`src/rtl/fpc_pkg.sv`:
```
`timescale 1ns/1ps
// Shared widths, opcode encoding, operand classification record and
// status-flag bit positions for the compare and min/max unit.
package fpc_pkg;
    localparam int DW     = 64;   // datapath width (double precision)
    localparam int SP_W   = 32;   // single precision width
    localparam int SP_EXP = 8;
    localparam int SP_MAN = 23;
    localparam int DP_EXP = 11;
    localparam int DP_MAN = 52;
    localparam int FLG_W  = 6;

    // flag bit positions
    localparam int FLG_BELOW = 0;
    localparam int FLG_UNORD = 1;
    localparam int FLG_EQUAL = 2;

    typedef enum logic [3:0] {
        OP_EQ        = 4'd0,
        OP_LT        = 4'd1,
        OP_LE        = 4'd2,
        OP_UNORD     = 4'd3,
        OP_NEQ       = 4'd4,
        OP_NLT       = 4'd5,
        OP_NLE       = 4'd6,
        OP_ORD       = 4'd7,
        OP_SCMP_SIG  = 4'd8,
        OP_SCMP_QUI  = 4'd9,
        OP_MIN       = 4'd10,
        OP_MAX       = 4'd11
    } fpc_op_e;

    typedef struct packed {
        logic          sign;
        logic [DW-2:0] mag;
        logic          zero;
        logic          nan;
        logic          snan;
    } fpc_cls_t;
endpackage

```
`src/rtl/fpc_unpack.sv`:
```
`timescale 1ns/1ps
// Operand classifier: splits one operand into sign and magnitude for the
// selected precision and flags zero, NaN and signaling NaN.
// Assumes single-precision values sit in bits [31:0]; upper bits are ignored then.
module fpc_unpack
    import fpc_pkg::*;
(
    input  logic [DW-1:0] raw,
    input  logic          dbl,
    output fpc_cls_t      cls
);
    logic exp_ones;
    logic man_nz;
    logic qbit;

    // Pick fields by precision and classify the value.
    always_comb begin
        cls = '0;
        if (dbl) begin
            cls.sign = raw[DW-1];
            cls.mag  = raw[DW-2:0];
            exp_ones = &raw[DW-2 -: DP_EXP];
            man_nz   = |raw[DP_MAN-1:0];
            qbit     = raw[DP_MAN-1];
        end else begin
            cls.sign = raw[SP_W-1];
            cls.mag  = {{(DW-SP_W){1'b0}}, raw[SP_W-2:0]};
            exp_ones = &raw[SP_W-2 -: SP_EXP];
            man_nz   = |raw[SP_MAN-1:0];
            qbit     = raw[SP_MAN-1];
        end
        cls.nan  = exp_ones & man_nz;
        cls.snan = exp_ones & man_nz & ~qbit;
        cls.zero = (cls.mag == '0);
    end
endmodule

```
`src/rtl/fpc_order.sv`:
```
`timescale 1ns/1ps
// Sign-magnitude ordering of two classified operands. Gives equal and
// a-below-b for the non-NaN interpretation; callers mask with the NaN flags.
// Assumes both zeros are equal regardless of sign.
module fpc_order
    import fpc_pkg::*;
(
    input  fpc_cls_t ca,
    input  fpc_cls_t cb,
    output logic     eq,
    output logic     lt
);
    logic mag_lt;

    // Unsigned magnitude comparison shared by both sign cases.
    always_comb mag_lt = (ca.mag < cb.mag);

    // Resolve ordering from signs and magnitudes.
    always_comb begin
        eq = (ca.zero && cb.zero) || ((ca.sign == cb.sign) && (ca.mag == cb.mag));
        if (eq)
            lt = 1'b0;
        else if (ca.sign != cb.sign)
            lt = ca.sign;
        else if (!ca.sign)
            lt = mag_lt;
        else
            lt = !mag_lt;
    end
endmodule

```
`src/rtl/fpc_select.sv`:
```
`timescale 1ns/1ps
// Result builder: turns ordering and NaN information into a predicate mask,
// scalar status flags or a min/max selection, and decides whether the
// operation raises invalid. Assumes opcode encoding from fpc_pkg.
module fpc_select
    import fpc_pkg::*;
(
    input  logic [3:0]       op,
    input  logic             dbl,
    input  logic [DW-1:0]    a,
    input  logic [DW-1:0]    b,
    input  logic             nan_any,
    input  logic             snan_any,
    input  logic             eq,
    input  logic             lt,
    output logic [DW-1:0]    res,
    output logic [FLG_W-1:0] flg,
    output logic             inv
);
    localparam logic [DW-1:0] SP_ONES = {{(DW-SP_W){1'b0}}, {SP_W{1'b1}}};

    logic [DW-1:0]    lane_ones;
    logic [DW-1:0]    lane_a;
    logic [DW-1:0]    lane_b;
    logic             gt;
    logic             hit;
    logic             is_mask;
    logic [FLG_W-1:0] scal_flg;

    // Precision-dependent lane views of the operands and the true mask.
    always_comb begin
        lane_ones = dbl ? '1 : SP_ONES;
        lane_a    = dbl ? a : {{(DW-SP_W){1'b0}}, a[SP_W-1:0]};
        lane_b    = dbl ? b : {{(DW-SP_W){1'b0}}, b[SP_W-1:0]};
        gt        = !eq && !lt;
    end

    // Scalar compare status word.
    always_comb begin
        scal_flg = '0;
        if (nan_any) begin
            scal_flg[FLG_BELOW] = 1'b1;
            scal_flg[FLG_UNORD] = 1'b1;
            scal_flg[FLG_EQUAL] = 1'b1;
        end else begin
            scal_flg[FLG_EQUAL] = eq;
            scal_flg[FLG_BELOW] = lt;
        end
    end

    // Per-opcode predicate, selection and invalid decision.
    always_comb begin
        hit     = 1'b0;
        is_mask = 1'b1;
        inv     = 1'b0;
        res     = '0;
        flg     = '0;
        case (op)
            OP_EQ:    hit = !nan_any && eq;
            OP_ORD:   hit = !nan_any;
            OP_UNORD: hit = nan_any;
            OP_NEQ:   hit = nan_any || !eq;
            OP_LT: begin
                hit = !nan_any && lt;
                inv = nan_any;
            end
            OP_LE: begin
                hit = !nan_any && (lt || eq);
                inv = nan_any;
            end
            OP_NLT: begin
                hit = nan_any || !lt;
                inv = nan_any;
            end
            OP_NLE: begin
                hit = nan_any || gt;
                inv = nan_any;
            end
            OP_SCMP_SIG: begin
                is_mask = 1'b0;
                flg     = scal_flg;
                inv     = nan_any;
            end
            OP_SCMP_QUI: begin
                is_mask = 1'b0;
                flg     = scal_flg;
                inv     = snan_any;
            end
            OP_MIN: begin
                is_mask = 1'b0;
                res     = (!nan_any && lt) ? lane_a : lane_b;
                inv     = nan_any;
            end
            OP_MAX: begin
                is_mask = 1'b0;
                res     = (!nan_any && gt) ? lane_a : lane_b;
                inv     = nan_any;
            end
            default: is_mask = 1'b0;
        endcase
        if (is_mask)
            res = hit ? lane_ones : '0;
    end
endmodule

```
`src/rtl/fpc_unit.sv`:
```
`timescale 1ns/1ps
// Top of the compare and min/max unit: classifies both operands, orders
// them, builds the answer and registers it with a valid bit. An unmasked
// invalid suppresses the result and flag write and raises a fault.
// Assumes one operation per valid cycle; no back-pressure.
module fpc_unit
    import fpc_pkg::*;
(
    input  logic             clk,
    input  logic             rst_n,
    input  logic             in_valid,
    input  logic [3:0]       in_op,
    input  logic             in_dbl,
    input  logic [DW-1:0]    in_a,
    input  logic [DW-1:0]    in_b,
    input  logic             inv_mask,
    output logic             out_valid,
    output logic [DW-1:0]    out_result,
    output logic [FLG_W-1:0] out_flags,
    output logic             out_invalid,
    output logic             out_fault
);
    localparam int N_OPND = 2;

    logic [DW-1:0]    opnd [N_OPND];
    fpc_cls_t         cls  [N_OPND];
    logic             eq_d, lt_d, nan_any, snan_any;
    logic [DW-1:0]    res_d;
    logic [FLG_W-1:0] flg_d;
    logic             inv_d, fault_d;

    assign opnd[0] = in_a;
    assign opnd[1] = in_b;

    // One classifier per operand.
    for (genvar gi = 0; gi < N_OPND; gi++) begin : g_unpack
        fpc_unpack u_unpack (.raw(opnd[gi]), .dbl(in_dbl), .cls(cls[gi]));
    end

    // Combine NaN classes of the two operands.
    always_comb begin
        nan_any  = cls[0].nan  | cls[1].nan;
        snan_any = cls[0].snan | cls[1].snan;
    end

    fpc_order u_order (.ca(cls[0]), .cb(cls[1]), .eq(eq_d), .lt(lt_d));

    fpc_select u_select (
        .op(in_op), .dbl(in_dbl), .a(in_a), .b(in_b),
        .nan_any(nan_any), .snan_any(snan_any), .eq(eq_d), .lt(lt_d),
        .res(res_d), .flg(flg_d), .inv(inv_d)
    );

    // Fault when invalid is raised with the mask clear.
    always_comb fault_d = inv_d & ~inv_mask;

    // Output register stage; faulting operations leave result and flags untouched.
    always_ff @(posedge clk) begin
        if (!rst_n) begin
            out_valid   <= 1'b0;
            out_result  <= '0;
            out_flags   <= '0;
            out_invalid <= 1'b0;
            out_fault   <= 1'b0;
        end else begin
            out_valid   <= in_valid;
            out_invalid <= in_valid & inv_d;
            out_fault   <= in_valid & fault_d;
            if (in_valid && !fault_d) begin
                out_result <= res_d;
                out_flags  <= flg_d;
            end
        end
    end

    // a presented operand set produces a result next cycle
    assert_valid_follow_R2: assert property (@(posedge clk) disable iff (!rst_n)
        in_valid |=> out_valid);
    // no result without an operand set
    assert_valid_idle_R2: assert property (@(posedge clk) disable iff (!rst_n)
        !in_valid |=> !out_valid);
    // quiet predicates never report invalid
    assert_quiet_pred_R4: assert property (@(posedge clk) disable iff (!rst_n)
        (in_valid && (in_op == OP_EQ || in_op == OP_NEQ || in_op == OP_ORD || in_op == OP_UNORD))
        |=> !out_invalid);
    // a NaN reaching a less-than style predicate reports invalid
    assert_nan_signals_R5: assert property (@(posedge clk) disable iff (!rst_n)
        (in_valid && nan_any && (in_op == OP_LT || in_op == OP_NLE)) |=> out_invalid);
    // upper status bits stay clear
    assert_flags_upper_R6: assert property (@(posedge clk) disable iff (!rst_n)
        out_flags[FLG_W-1:3] == '0);
    // a fault is always an invalid condition
    assert_fault_invalid_R10: assert property (@(posedge clk) disable iff (!rst_n)
        out_fault |-> out_invalid);
    // a fault leaves result and flags unchanged
    assert_fault_holds_R10: assert property (@(posedge clk) disable iff (!rst_n)
        out_fault |-> ($stable(out_result) && $stable(out_flags)));
endmodule

```
`config.mk`:
```
export PLATFORM = sky130hd
export DESIGN_NAME = fpc_unit
export DESIGN_NICKNAME = d
export VERILOG_FILES = /design/src/rtl/fpc_pkg.sv /design/src/rtl/fpc_unpack.sv /design/src/rtl/fpc_order.sv /design/src/rtl/fpc_select.sv /design/src/rtl/fpc_unit.sv
export SDC_FILE = /design/constraint.sdc
export NUM_CORES = 1
export LEC_CHECK = 0
export ABC_AREA = 1
export BUFFER_PORTS_ARGS = -buffer_cell sky130_fd_sc_hd__buf_2
export CAP_MARGIN = 10
export CORE_UTILIZATION = 40
export DETAILED_ROUTE_END_ITERATION = 10
export MAX_ROUTING_LAYER = met4
export PLACE_DENSITY = 0.61
export SYNTH_ARGS = -nofsm -noshare
export SYNTH_HDL_FRONTEND = slang
export SYNTH_HIERARCHICAL = 1
export SYNTH_SLANG_ARGS = --single-unit
```
`constraint.sdc`:
```
create_clock -name clk -period 3.4 [get_ports clk]
set_clock_uncertainty 0.1 [all_clocks]
set_input_delay 0.17 -clock clk [delete_from_list [all_inputs] [get_ports clk]]
set_output_delay 0.17 -clock clk [all_outputs]
set_load 0.005 [all_outputs]
```
==> flow_metrics.tcl <==
set metrics [dict create \
    relSlewSlack_pct 39.0 \
    drv_cap 0 \
    syn_area_um2 10800 \
    nNetsFinal 2210 \
    fmax_mhz 323 \
    drt-wirelength-per-cell_um 15.7 \
    gp_congestion 0.990 \
    vias 11600 \
    hp-class "input pin to flip-flop" \
    place_ws_ns -0.215 \
    dieWidth_um 167 \
    antenna_found_initial 3 \
    cts.path.max_buffers 2 \
    ys_warn_count 6 \
    synth_top_cell_by_area "nand2_1" \
    setup_ws_ns 0.305 \
    ant_nets 0 \
    viasPerCell 4.92 \
    synth_area_leaders "nand2_1 15%, dfxtp_1 13%, inv_1 12%, o211ai_1 8.9%, ha_1 7.3%" \
    total_power_mw 3.47 \
    synth_top_area_share_pct 15.3 \
    synth_seq_area_share_pct 13.5 \
    ys_ff_latch 73 \
    port_buffers 209 \
    slew_viol_final 0 \
    tritoncts "built" \
    synthArstFlopShare_pct 0 \
    grt_pass1_vias 10300 \
    synth_ff_type "dfxtp_1" \
    htreeDepth 3 \
    grt_pass1_wl_mm 57.7 \
    insertion_delay_ns 0.32 \
    initial_utilization_pct 41.1 \
    netlist_instances 1845 \
    final_cells 2354 \
    finalSetupTns_ns 0 \
    dr.pass1.iters 6 \
    rsz0062_at_grt "no" \
    cts_setup_buffers 0 \
    outcome "finished clean" \
    die_y_um 167 \
    critPathKind "input pin to flip-flop" \
    grt_max_degree 84 \
    synth-edff-count 0 \
    clkSinkCount 73 \
    cts-buffers-inserted 9 \
    rows 59 \
    syn-mean-instance-area_um2 5.88 \
    power_density_nw_per_um2 279 \
    dp_hpwl_mm 29.9 \
    crit_arrival_ns 3.22 \
    worstMarginPinSlew_ns 0.916 \
    ir_drop_mv 0.180 \
    drc 0 \
    fin_crit_sh_pct 91.0 \
    placedCellCount 2333 \
    clk_pin_slew_ns 0.06 \
    worstPathMaxFanout 17 \
    ioPinCount 210 \
    synth_cell_types 42 \
    area_growth_pct 14.6 \
    start_kind "input pin" \
    wl_mm 36.9 \
    min_period_ns 3.09 \
    cp-end-kind "flip-flop" \
    drive_above_1_share_pct 26.2 \
    die_area_um2 27800 \
    drt_iter0_markers 1147 \
    overflow 0 \
    hold_viol 0 \
    root_buffer "clkbuf_16" \
    critical_path_required_ns 3.52 \
    cellLeakagePower_nw 7.30 \
    setup_viol 0 \
    coreArea_um2 26400 \
    track_usage_pct 26.9 \
]
==> through the flow <==
step / area [µm²] / utilization, % / hold slack (ns)
2_1_floorplan: 10900 / - / 0.140
3_3_place_gp: 12100 / 45.8 / 0.271
3_5_place_dp: 12100 / 45.8 / 0.273
4_1_cts: 12400 / 47.0 / 0.311
5_1_grt: 12400 / 47.1 / 0.358
6_report: 12400 / 47.2 / 0.305
==> critical path: stages <==
cell and delay (ns):
buf_6 0.17, buf_4 0.19, nand2_1 0.08, inv_1 0.09, inv_1 0.05, ha_1 0.32
nand4_2 0.13, nor2_2 0.15, nand3_1 0.13, nor2_4 0.13, nand2_2 0.06, nand3_2 0.05
nand2_1 0.08, nor2_4 0.18, nand2_4 0.10, inv_1 0.08, nand2_1 0.06, nand2_1 0.08
nand2_2 0.07, nand3_2 0.11, buf_4 0.23, nand3_1 0.13, inv_1 0.14, nand3_2 0.08
nand2_1 0.08, nor2_1 0.05
==> repair_timing <==
action | CTS | global route
endpoints found under the setup margin | 0 | 64
endpoints found under the hold margin | 1 | 0
resized for setup | 0 | 11
hold buffers | 1 | 0
==> synthesized netlist by cell type (2+ instances only) <==
master and number:
nand2_1 441, inv_1 353, nor2_1 192, o211ai_1 129, nand3_1 97, buf_4 80
dfxtp_1 73, o21ai_0 66, ha_1 63, a21oi_1 52, nand2_2 48, buf_2 45
a21oi_2 40, nand3_2 34, inv_2 32, clkbuf_1 15, nor3_2 15, buf_6 14
buf_12 7, nand4_1 6, nor3_1 6, nor2_2 5, or2_2 4, buf_1 3
buf_8 3, a21o_1 2, clkinv_1 2, nand4_2 2, nor2_4 2, nor2_8 2
==> power breakdown <==
part           switching [mW]  leakage (nW)  internal, mW
sequential             0.0395         0.604         0.918
clock                   0.383         0.143         0.571
combinational           0.960          6.55         0.601
total                    1.38          7.30          2.09
==> cells by family (layout without fill, tap and decap cells) <==
family	after synthesis	after routing	share of synthesized area [%]
compound gates	292	292	17.9
fa+ha+maj	63	63	7.27
buf+inv	555	723	24.9
flops	73	73	13.5
other cells	1	7	0.0346
simple gates	861	861	36.3
==> cells in the final DEF, fill, tap and decap left out, drive strengths merged <==
cell / instances
a21oi: 92
nand4: 8
nor3: 21
dlygate4sd3: 1
clkinv: 4
a211oi: 1
dfxtp: 73
nand3: 132
a21o: 2
buf: 319
o211ai: 129
nor2: 201
nor4: 1
ha: 63
o21a: 1
bufinv: 1
o21ai: 67
clkbuf: 10
inv: 387
nand2: 490
nand3b: 1
diode: 4
conb: 3
clkinvlp: 1
and3: 2
or2: 5
==> area by class of cell <==
type,count,area (µm²)
Multi-Input combinational cell,1219,6720
Inverter,387,1450
Timing Repair Buffer,320,2070
Fill cell,2874,13900
Antenna cell,4,10.0
Sequential cell,73,1460
Clock buffer,10,229
Tap cell,335,419
Clock inverter,6,65.1
==> path summary, 6_finish.rpt <==
kind	cells past startpoint	endpoint	slack, ns	startpoint
max reg2reg	2	out_result[25]	2.62	out_result[25]
min	7	out_result[5]	0.31	in_a[5]
min reg2reg	2	out_result[53]	0.37	out_result[53]
max	26	out_result[29]	0.31	in_dbl
==> state kept, by name (all words and copies together) (netlist names) <==
signal	flops
out_fault	1
out_result	64
out_invalid	1
out_flags	6
out_valid	1
==> metal layers <==
| metal | part of all wire (%) | global-route usage [%] | wire, µm |
|---|---|---|---|
| met1 | 51 | 40.9 | 18900 |
| met2 | 40 | 37.1 | 14900 |
| met3 | 6.6 | 2.69 | 2430 |
| met4 | 1.9 | 6.72 | 685 |
| met5 | 0 | - | 0 |
(Power assumes the default switching activity.)
